[src/rtl/err_hdr_pkg.sv]
package err_hdr_pkg;
  localparam int LOG_WORDS = 4;
  localparam int WORD_W    = 32;
  localparam int LOG_W     = LOG_WORDS * WORD_W;

  typedef struct packed {
    logic [LOG_W-1:0] hdr;
    logic [LOG_W-1:0] pfx;
    logic             hdr_vld;
    logic             pfx_vld;
  } payload_t;
endpackage

[src/rtl/err_hdr_lsb_enc.sv]
module err_hdr_lsb_enc #(
  parameter int N     = 32,
  parameter int IDX_W = 5
) (
  input  logic [N-1:0]     vec_i,
  output logic [IDX_W-1:0] idx_o
);
  always_comb begin
    idx_o = '0;
    for (int i = N - 1; i >= 0; i--) begin
      if (vec_i[i]) idx_o = IDX_W'(i);
    end
  end
endmodule

[src/rtl/err_hdr_fifo.sv]
module err_hdr_fifo
  import err_hdr_pkg::*;
#(
  parameter int NUM_ERR = 32,
  parameter int DEPTH   = 8,
  parameter int IDX_W   = 5,
  parameter int CNT_W   = 4
) (
  input  logic               clk_i,
  input  logic               rst_ni,
  input  logic               flush_i,
  input  logic               push_i,
  input  logic [IDX_W-1:0]   push_idx_i,
  input  payload_t           push_pl_i,
  input  logic               pop_i,
  output logic [IDX_W-1:0]   head_idx_o,
  output payload_t           head_pl_o,
  output logic [CNT_W-1:0]   cnt_o,
  output logic [NUM_ERR-1:0] busy_mask_o
);
  localparam int QP_W = (DEPTH > 1) ? $clog2(DEPTH) : 1;

  logic [IDX_W-1:0] idx_mem [DEPTH];
  payload_t         pl_mem  [DEPTH];
  logic [QP_W-1:0]  rd_q, wr_q, rd_b, wr_b;
  logic [CNT_W-1:0] cnt_q, cnt_b;
  logic [DEPTH-1:0] occ;

  function automatic logic [QP_W-1:0] inc(input logic [QP_W-1:0] p);
    return (int'(p) == DEPTH - 1) ? '0 : p + 1'b1;
  endfunction

  assign rd_b = flush_i ? '0 : rd_q;
  assign wr_b = flush_i ? '0 : wr_q;
  assign cnt_b = flush_i ? '0 : cnt_q;

  always_ff @(posedge clk_i or negedge rst_ni) begin
    if (!rst_ni) begin
      rd_q  <= '0;
      wr_q  <= '0;
      cnt_q <= '0;
      for (int i = 0; i < DEPTH; i++) begin
        idx_mem[i] <= '0;
        pl_mem[i]  <= '0;
      end
    end else begin
      rd_q  <= pop_i ? inc(rd_b) : rd_b;
      wr_q  <= push_i ? inc(wr_b) : wr_b;
      cnt_q <= cnt_b - CNT_W'(pop_i) + CNT_W'(push_i);
      if (push_i) begin
        idx_mem[wr_b] <= push_idx_i;
        pl_mem[wr_b]  <= push_pl_i;
      end
    end
  end

  for (genvar g = 0; g < DEPTH; g++) begin : g_occ
    assign occ[g] = ((g + DEPTH - int'(rd_q)) % DEPTH) < int'(cnt_q);
  end

  always_comb begin
    busy_mask_o = '0;
    for (int i = 0; i < DEPTH; i++) begin
      if (occ[i]) busy_mask_o[idx_mem[i]] = 1'b1;
    end
  end

  assign head_idx_o = idx_mem[rd_q];
  assign head_pl_o  = pl_mem[rd_q];
  assign cnt_o      = cnt_q;


  cnt_bound_chk: assert property (@(posedge clk_i) disable iff (!rst_ni)
    int'(cnt_q) <= DEPTH);

  no_push_full_chk: assert property (@(posedge clk_i) disable iff (!rst_ni)
    (push_i && !flush_i && !pop_i) |-> (int'(cnt_q) < DEPTH));
endmodule

[src/rtl/err_hdr_log_regs.sv]
module err_hdr_log_regs
  import err_hdr_pkg::*;
#(
  parameter int IDX_W = 5
) (
  input  logic             clk_i,
  input  logic             rst_ni,
  input  logic             clr_i,
  input  logic             ld_i,
  input  logic [IDX_W-1:0] ld_idx_i,
  input  payload_t         ld_pl_i,
  input  logic             pfx_en_i,
  output logic [IDX_W-1:0] fep_o,
  output logic [LOG_W-1:0] hdr_o,
  output logic [LOG_W-1:0] pfx_o,
  output logic             pfx_present_o
);
  logic pfx_take;
  assign pfx_take = ld_pl_i.pfx_vld && pfx_en_i;

  always_ff @(posedge clk_i or negedge rst_ni) begin
    if (!rst_ni) begin
      fep_o         <= '0;
      hdr_o         <= '0;
      pfx_o         <= '0;
      pfx_present_o <= 1'b0;
    end else if (ld_i) begin
      fep_o         <= ld_idx_i;
      hdr_o         <= ld_pl_i.hdr_vld ? ld_pl_i.hdr : '0;
      pfx_o         <= pfx_take ? ld_pl_i.pfx : '0;
      pfx_present_o <= pfx_take;
    end else if (clr_i) begin
      fep_o         <= '0;
      hdr_o         <= '0;
      pfx_o         <= '0;
      pfx_present_o <= 1'b0;
    end
  end


  pfx_rise_chk: assert property (@(posedge clk_i) disable iff (!rst_ni)
    $rose(pfx_present_o) |-> $past(ld_i && pfx_en_i));
endmodule

[src/rtl/err_hdr_log.sv]
module err_hdr_log
  import err_hdr_pkg::*;
#(
  parameter int NUM_ERR = 32,
  parameter int DEPTH   = 8,
  localparam int IDX_W  = (NUM_ERR > 1) ? $clog2(NUM_ERR) : 1,
  localparam int CNT_W  = $clog2(DEPTH + 1)
) (
  input  logic               clk_i,
  input  logic               rst_ni,
  input  logic               rec_valid_i,
  input  logic [NUM_ERR-1:0] rec_status_i,
  input  logic [LOG_W-1:0]   rec_hdr_i,
  input  logic [LOG_W-1:0]   rec_pfx_i,
  input  logic               rec_hdr_vld_i,
  input  logic               rec_pfx_vld_i,
  input  logic               pfx_en_i,
  input  logic               sta_wr_i,
  input  logic [NUM_ERR-1:0] sta_wdata_i,
  input  logic               ctl_wr_i,
  input  logic               ctl_mhre_i,
  output logic [NUM_ERR-1:0] status_o,
  output logic               mhre_o,
  output logic [IDX_W-1:0]   fep_o,
  output logic [LOG_W-1:0]   hdr_log_o,
  output logic [LOG_W-1:0]   pfx_log_o,
  output logic               pfx_present_o,
  output logic               overflow_o
);
  logic [NUM_ERR-1:0] status_q, sta_clr, sta_b, q_mask, mask_a;
  logic               mhre_q, mhre_a, ovf_q;
  logic [CNT_W-1:0]   q_cnt, cnt_a, cnt_b;
  logic [IDX_W-1:0]   head_idx, rec_idx, fep_b, ld_idx;
  payload_t           head_pl, rec_pl, ld_pl;
  logic fep_hit, do_clear, do_pop, restore, queue_hit, do_push, drop, rec_log;

  err_hdr_lsb_enc #(.N(NUM_ERR), .IDX_W(IDX_W)) u_enc (
    .vec_i (rec_status_i),
    .idx_o (rec_idx)
  );

  assign rec_pl = '{hdr: rec_hdr_i, pfx: rec_pfx_i,
                    hdr_vld: rec_hdr_vld_i, pfx_vld: rec_pfx_vld_i};

  // control write first
  assign mhre_a = ctl_wr_i ? ctl_mhre_i : mhre_q;
  assign cnt_a  = ctl_wr_i ? '0 : q_cnt;
  assign mask_a = ctl_wr_i ? '0 : q_mask;

  // then status write
  assign sta_clr  = sta_wr_i ? (status_q & ~sta_wdata_i) : status_q;
  assign fep_hit  = sta_clr[fep_o];
  assign do_clear = sta_wr_i && !fep_hit && (!mhre_a || cnt_a == '0);
  assign do_pop   = sta_wr_i && !fep_hit && mhre_a && cnt_a != '0;
  assign restore  = sta_wr_i && mhre_a && (do_pop || fep_hit);
  assign sta_b    = restore ? (sta_clr | mask_a) : sta_clr;
  assign fep_b    = do_pop ? head_idx : (do_clear ? '0 : fep_o);
  assign cnt_b    = cnt_a - CNT_W'(do_pop);

  // then record
  assign queue_hit = rec_valid_i && mhre_a && sta_b[fep_b];
  assign do_push   = queue_hit && (int'(cnt_b) < DEPTH);
  assign drop      = queue_hit && !(int'(cnt_b) < DEPTH);
  assign rec_log   = rec_valid_i && !queue_hit;

  assign ld_idx = rec_log ? rec_idx : head_idx;
  assign ld_pl  = rec_log ? rec_pl : head_pl;

  err_hdr_fifo #(.NUM_ERR(NUM_ERR), .DEPTH(DEPTH), .IDX_W(IDX_W), .CNT_W(CNT_W)) u_fifo (
    .clk_i       (clk_i),
    .rst_ni      (rst_ni),
    .flush_i     (ctl_wr_i),
    .push_i      (do_push),
    .push_idx_i  (rec_idx),
    .push_pl_i   (rec_pl),
    .pop_i       (do_pop),
    .head_idx_o  (head_idx),
    .head_pl_o   (head_pl),
    .cnt_o       (q_cnt),
    .busy_mask_o (q_mask)
  );

  err_hdr_log_regs #(.IDX_W(IDX_W)) u_log (
    .clk_i         (clk_i),
    .rst_ni        (rst_ni),
    .clr_i         (do_clear && !rec_log),
    .ld_i          (rec_log || do_pop),
    .ld_idx_i      (ld_idx),
    .ld_pl_i       (ld_pl),
    .pfx_en_i      (pfx_en_i),
    .fep_o         (fep_o),
    .hdr_o         (hdr_log_o),
    .pfx_o         (pfx_log_o),
    .pfx_present_o (pfx_present_o)
  );

  always_ff @(posedge clk_i or negedge rst_ni) begin
    if (!rst_ni) begin
      status_q <= '0;
      mhre_q   <= 1'b0;
      ovf_q    <= 1'b0;
    end else begin
      status_q <= rec_valid_i ? (sta_b | rec_status_i) : sta_b;
      mhre_q   <= mhre_a;
      ovf_q    <= drop;
    end
  end

  assign status_o   = status_q;
  assign mhre_o     = mhre_q;
  assign overflow_o = ovf_q;


  ovf_cause_chk: assert property (@(posedge clk_i) disable iff (!rst_ni)
    overflow_o |-> $past(rec_valid_i && mhre_a));

  rec_sta_chk: assert property (@(posedge clk_i) disable iff (!rst_ni)
    rec_valid_i |=> ((status_o & $past(rec_status_i)) == $past(rec_status_i)));

  flush_chk: assert property (@(posedge clk_i) disable iff (!rst_ni)
    (ctl_wr_i && !rec_valid_i) |=> (q_cnt == '0));

  clr_log_chk: assert property (@(posedge clk_i) disable iff (!rst_ni)
    (do_clear && !rec_valid_i) |=> (fep_o == '0 && hdr_log_o == '0 && !pfx_present_o));
endmodule

[config.mk]
export PLATFORM = sky130hd
export DESIGN_NAME = err_hdr_log
export DESIGN_NICKNAME = d
export VERILOG_FILES = /design/src/rtl/err_hdr_pkg.sv /design/src/rtl/err_hdr_lsb_enc.sv /design/src/rtl/err_hdr_fifo.sv /design/src/rtl/err_hdr_log_regs.sv /design/src/rtl/err_hdr_log.sv
export SDC_FILE = /design/constraint.sdc
export NUM_CORES = 2
export LEC_CHECK = 0
export CORE_MARGIN = 1
export CORE_UTILIZATION = 55
export CTS_CLUSTER_SIZE = 40
export DETAILED_ROUTE_END_ITERATION = 7
export PLACE_DENSITY = 0.78
export SLEW_MARGIN = 20
export SYNTH_ARGS = -nofsm -noshare
export SYNTH_HDL_FRONTEND = slang
export SYNTH_HIERARCHICAL = 1
export SYNTH_SLANG_ARGS = --single-unit
[constraint.sdc]
create_clock -name clk_i -period 5.9 [get_ports clk_i]
set_clock_uncertainty 0.1 [all_clocks]
set_input_delay 1.77 -clock clk_i [delete_from_list [all_inputs] [get_ports clk_i]]
set_output_delay 1.77 -clock clk_i [all_outputs]
set_load 0.03 [all_outputs]
==> flow_metrics.tcl <==
set metrics [dict create \
    power_frac_comb_pct 33.3 \
    clk_latency_ns 0.93 \
    clockRootBuffer "clkbuf_16" \
    core_area_um2 218000 \
    ys_seq_elements 2410 \
    grt_usage_pct 32.55 \
    relSlewSlack_pct 23.41 \
    netlist_area_um2 121100 \
    grt_pass1_wl_mm 558.0 \
    synth_cells 9308 \
    synth_seq_area_share_pct 49.82 \
    cts_max_level 5 \
    wl_met1_mm 150.0 \
    initial_core_util_pct 55.53 \
    layout_commonest_cell "dfrtp_1" \
    setup_violations 0 \
    cp.arrival_ns 6.60 \
    antenna_found_initial 30 \
    fin_crit_ns 5.892 \
    crit_path_top_delay_cell "or4_4" \
    finalHoldViolCount 0 \
    setup.worst_path.class "input port to flip-flop" \
    crit_start "sta_wdata_i[6]" \
    crit_path_max_incr_delay_ns 0.57 \
    powerDensity_nw_per_um2 385.8 \
    rows 171 \
    nFillCells 15040 \
    power_frac_clock_pct 30.8 \
    seqPwrFrac_pct 36.0 \
    outcome "finished, final reports clean" \
    syn_avg_cell_area_um2 13.01 \
    fmax_mhz 169.7 \
    endpoint "u_log/pfx_o[45]$_DFFE_PN0P_" \
    power.leakage_nw 66.49 \
    cp.depth 17 \
    hold_path_class "flip-flop to flip-flop" \
    r2r-end "u_log/pfx_o[45]$_DFFE_PN0P_" \
    highest_layer "met5" \
    cts_tree "built" \
    place_inst 12480 \
    grt_start_max_net_pins 185 \
    power.switching_mw 18.84 \
    grt_pass1_vias 89830 \
    hold_start "u_log/pfx_o[100]$_DFFE_PN0P_" \
    first_pass_iters 8 \
    met2WireLength_mm 175.4 \
    async_reset_ff_share_pct 100.0 \
    grt_overflow_total 0 \
    peakVddDrop_mv 0.6424 \
    vias 85220 \
    p_sw_share_pct 33.84 \
    synth_edf_count 0 \
    die_height_um 471.2 \
    via_per_inst 6.549 \
    die_area_um2 222000 \
    synth_nets 9658 \
    met3_wirelength_mm 24.86 \
    hold_slack_ns 0.3927 \
    final_cell_mix "dfrtp_1, mux2_2, nand2_1, clkdlybuf4s50_1, mux4_2" \
    numPortBuffers 624 \
    area_growth_pct 19.20 \
    r2r_cells 20 \
    reg2reg_from "u_fifo/rd_q[1]$_DFF_PN0_" \
    synth_ff_type "dfrtp_1" \
    drive_above_1_share_pct 38.96 \
    post-route-period-util_pct 99.87 \
    drt-initial-drc-count 7600 \
    gp_congestion 0.9359 \
    cts.sinks 2410 \
    clockBufferDepth 4 \
    hpwl_mm 230.2 \
    yosysUniqueCellTypes 96 \
    required_ns 6.61 \
    final-instance-count-excl-fill 13010 \
    slew_viol_final 0 \
    end_kind "flip-flop" \
    wl_per_cell_um 28.01 \
    chipWidth_um 471.2 \
    crit_path_start_kind "input port" \
    worst_pin_slew_ns 1.149 \
    path_clk_slew_ns 0.06 \
    io_pins 625 \
    ys_warn_count 6 \
    wirelength_mm 364.5 \
    cts_buffers 276 \
    postRouteAntennaNets 0 \
    ctsHoldBuffers 0 \
    internal-power_mw 36.84 \
    path_max_fanout 82 \
    drv_cap 0 \
    fin_nets 10310 \
    cp_top_family "simple AND/OR/NAND/NOR gates" \
    r2r_slack_ns 0.17 \
    path_cells "clkdlybuf4s50_1, a21boi_2, a31oi_1, nor3b_2, or4_4, and3_4, nor2_8, mux2i_2, o32ai_2, or4_4, buf_4, a31o_1, a2111oi_2, nor2_4, buf_12, buf_12, a32o_1" \
    cp_num_buf_inv 4 \
    drc_errors 0 \
]
==> cells by family (layout without fill, tap and decap cells) <==
family	after synthesis	count (layout)	share of synthesized area, %
other cells	0	16	0
mux	2655	2655	29.61
xor+xnor	10	10	0.07235
simple gates	2276	2276	9.283
fa+ha+maj	21	21	0.2232
buf+inv	838	1673	3.243
compound gates	1098	1098	7.757
flops	2410	2410	49.82
==> repair_timing <==
item,CTS,global route
setup buffers,20,18
resized for setup,48,99
pin swaps,12,28
setup endpoints to repair,2094,2066
cloned,4,11
==> cells in the mapped netlist (all sizes together), types with 28 or more instances <==
cell type / count / area share (%)
nand2: 1160 / 3.6
clkbuf: 435 / 1.3
buf: 351 / 1.7
a21oi: 313 / 1.3
nand4: 274 / 1.4
mux2: 2113 / 20
and2: 270 / 1.4
mux4: 529 / 9.8
a32o: 132 / 1.1
nand3: 50 / 0.21
nor3: 43 / 0.18
inv: 52 / 0.16
nor2b: 276 / 1.4
a21boi: 29 / 0.18
a22o: 137 / 0.99
dfrtp: 2410 / 50
nor2: 63 / 0.21
o211ai: 268 / 2.7
o22ai: 28 / 0.15
==> power by group through the flow <==
stage / combinational, mW / sequential (mW) / clock, mW
2_1_floorplan: 10.8 / 21.2 / 0
3_3_place_gp: 17.6 / 20.1 / 0
3_5_place_dp: 18.0 / 20.2 / 0
4_1_cts: 18.3 / 20.0 / 17.4
5_1_grt: 19.6 / 20.2 / 18.0
6_report: 18.5 / 20.0 / 17.1
==> cell type report <==
type	count	area [um^2]	share of cell area, %
flip-flops and latches	2410	60320	41.80
multi-input cells	6060	58500	40.54
repair buffers	1155	12670	8.783
clock buffers	395	8152	5.649
well taps	2854	3571	2.475
clock inverters	71	837.1	0.5801
inverters	52	212.7	0.1474
diodes	16	40.04	0.02775
==> routing by layer <==
| metal | global-route usage, % | up-vias |
|---|---|---|
| met5 | 0 | - |
| met4 | 12.70 | 24 |
| met3 | 5.686 | 783 |
| met2 | 52.22 | 3611 |
| met1 | 44.30 | 45070 |
| li1 | - | 35720 |
==> stage by stage <==
step | power, mW | util, % | setup slack (ns) | TNS (ns) | instance area [um^2]
after global routing | 57.81 | 66.18 | -0.04050 | -1.340 | 144300
final | 55.68 | 66.19 | 0.007575 | 0 | 144300
after global placement | 37.68 | 61.43 | -1.530 | -2761.09 | 133900
after CTS | 55.61 | 65.81 | 0.007911 | 0 | 143500
after detailed placement | 38.24 | 61.43 | -1.547 | -2726.73 | 133900
after floorplan | 32.01 | - | -0.3463 | -508.45 | 123100
==> registers in the layout, indices dropped and copies added (netlist names) <==
| register | flops |
|---|---|
| overflow_o | 1 |
| u_log/hdr_o | 128 |
| u_fifo/wr_q | 3 |
| u_log/pfx_present_o | 1 |
| u_log/fep_o | 5 |
| u_fifo/rd_q | 3 |
| u_fifo/cnt_o | 4 |
| mhre_o | 1 |
| u_fifo/idx_mem | 40 |
| u_log/pfx_o | 128 |
| status_o | 32 |
| u_fifo/pl_mem | 2064 |
==> worst min path at each step <==
stage / end / slack, ns / depth (start not counted)
after floorplan: u_fifo/pl_mem[1290]$_DFFE_PN0P_ / 0.37 / 1
after global placement: u_log/pfx_o[90]$_DFFE_PN0P_ / 0.38 / 1
after detailed placement: u_log/pfx_o[87]$_DFFE_PN0P_ / 0.38 / 1
after CTS: u_log/pfx_o[100]$_DFFE_PN0P_ / 0.39 / 1
after global routing: u_fifo/pl_mem[1346]$_DFFE_PN0P_ / 0.41 / 1
final: u_log/pfx_o[100]$_DFFE_PN0P_ / 0.39 / 1
(Power assumes the default switching activity.)
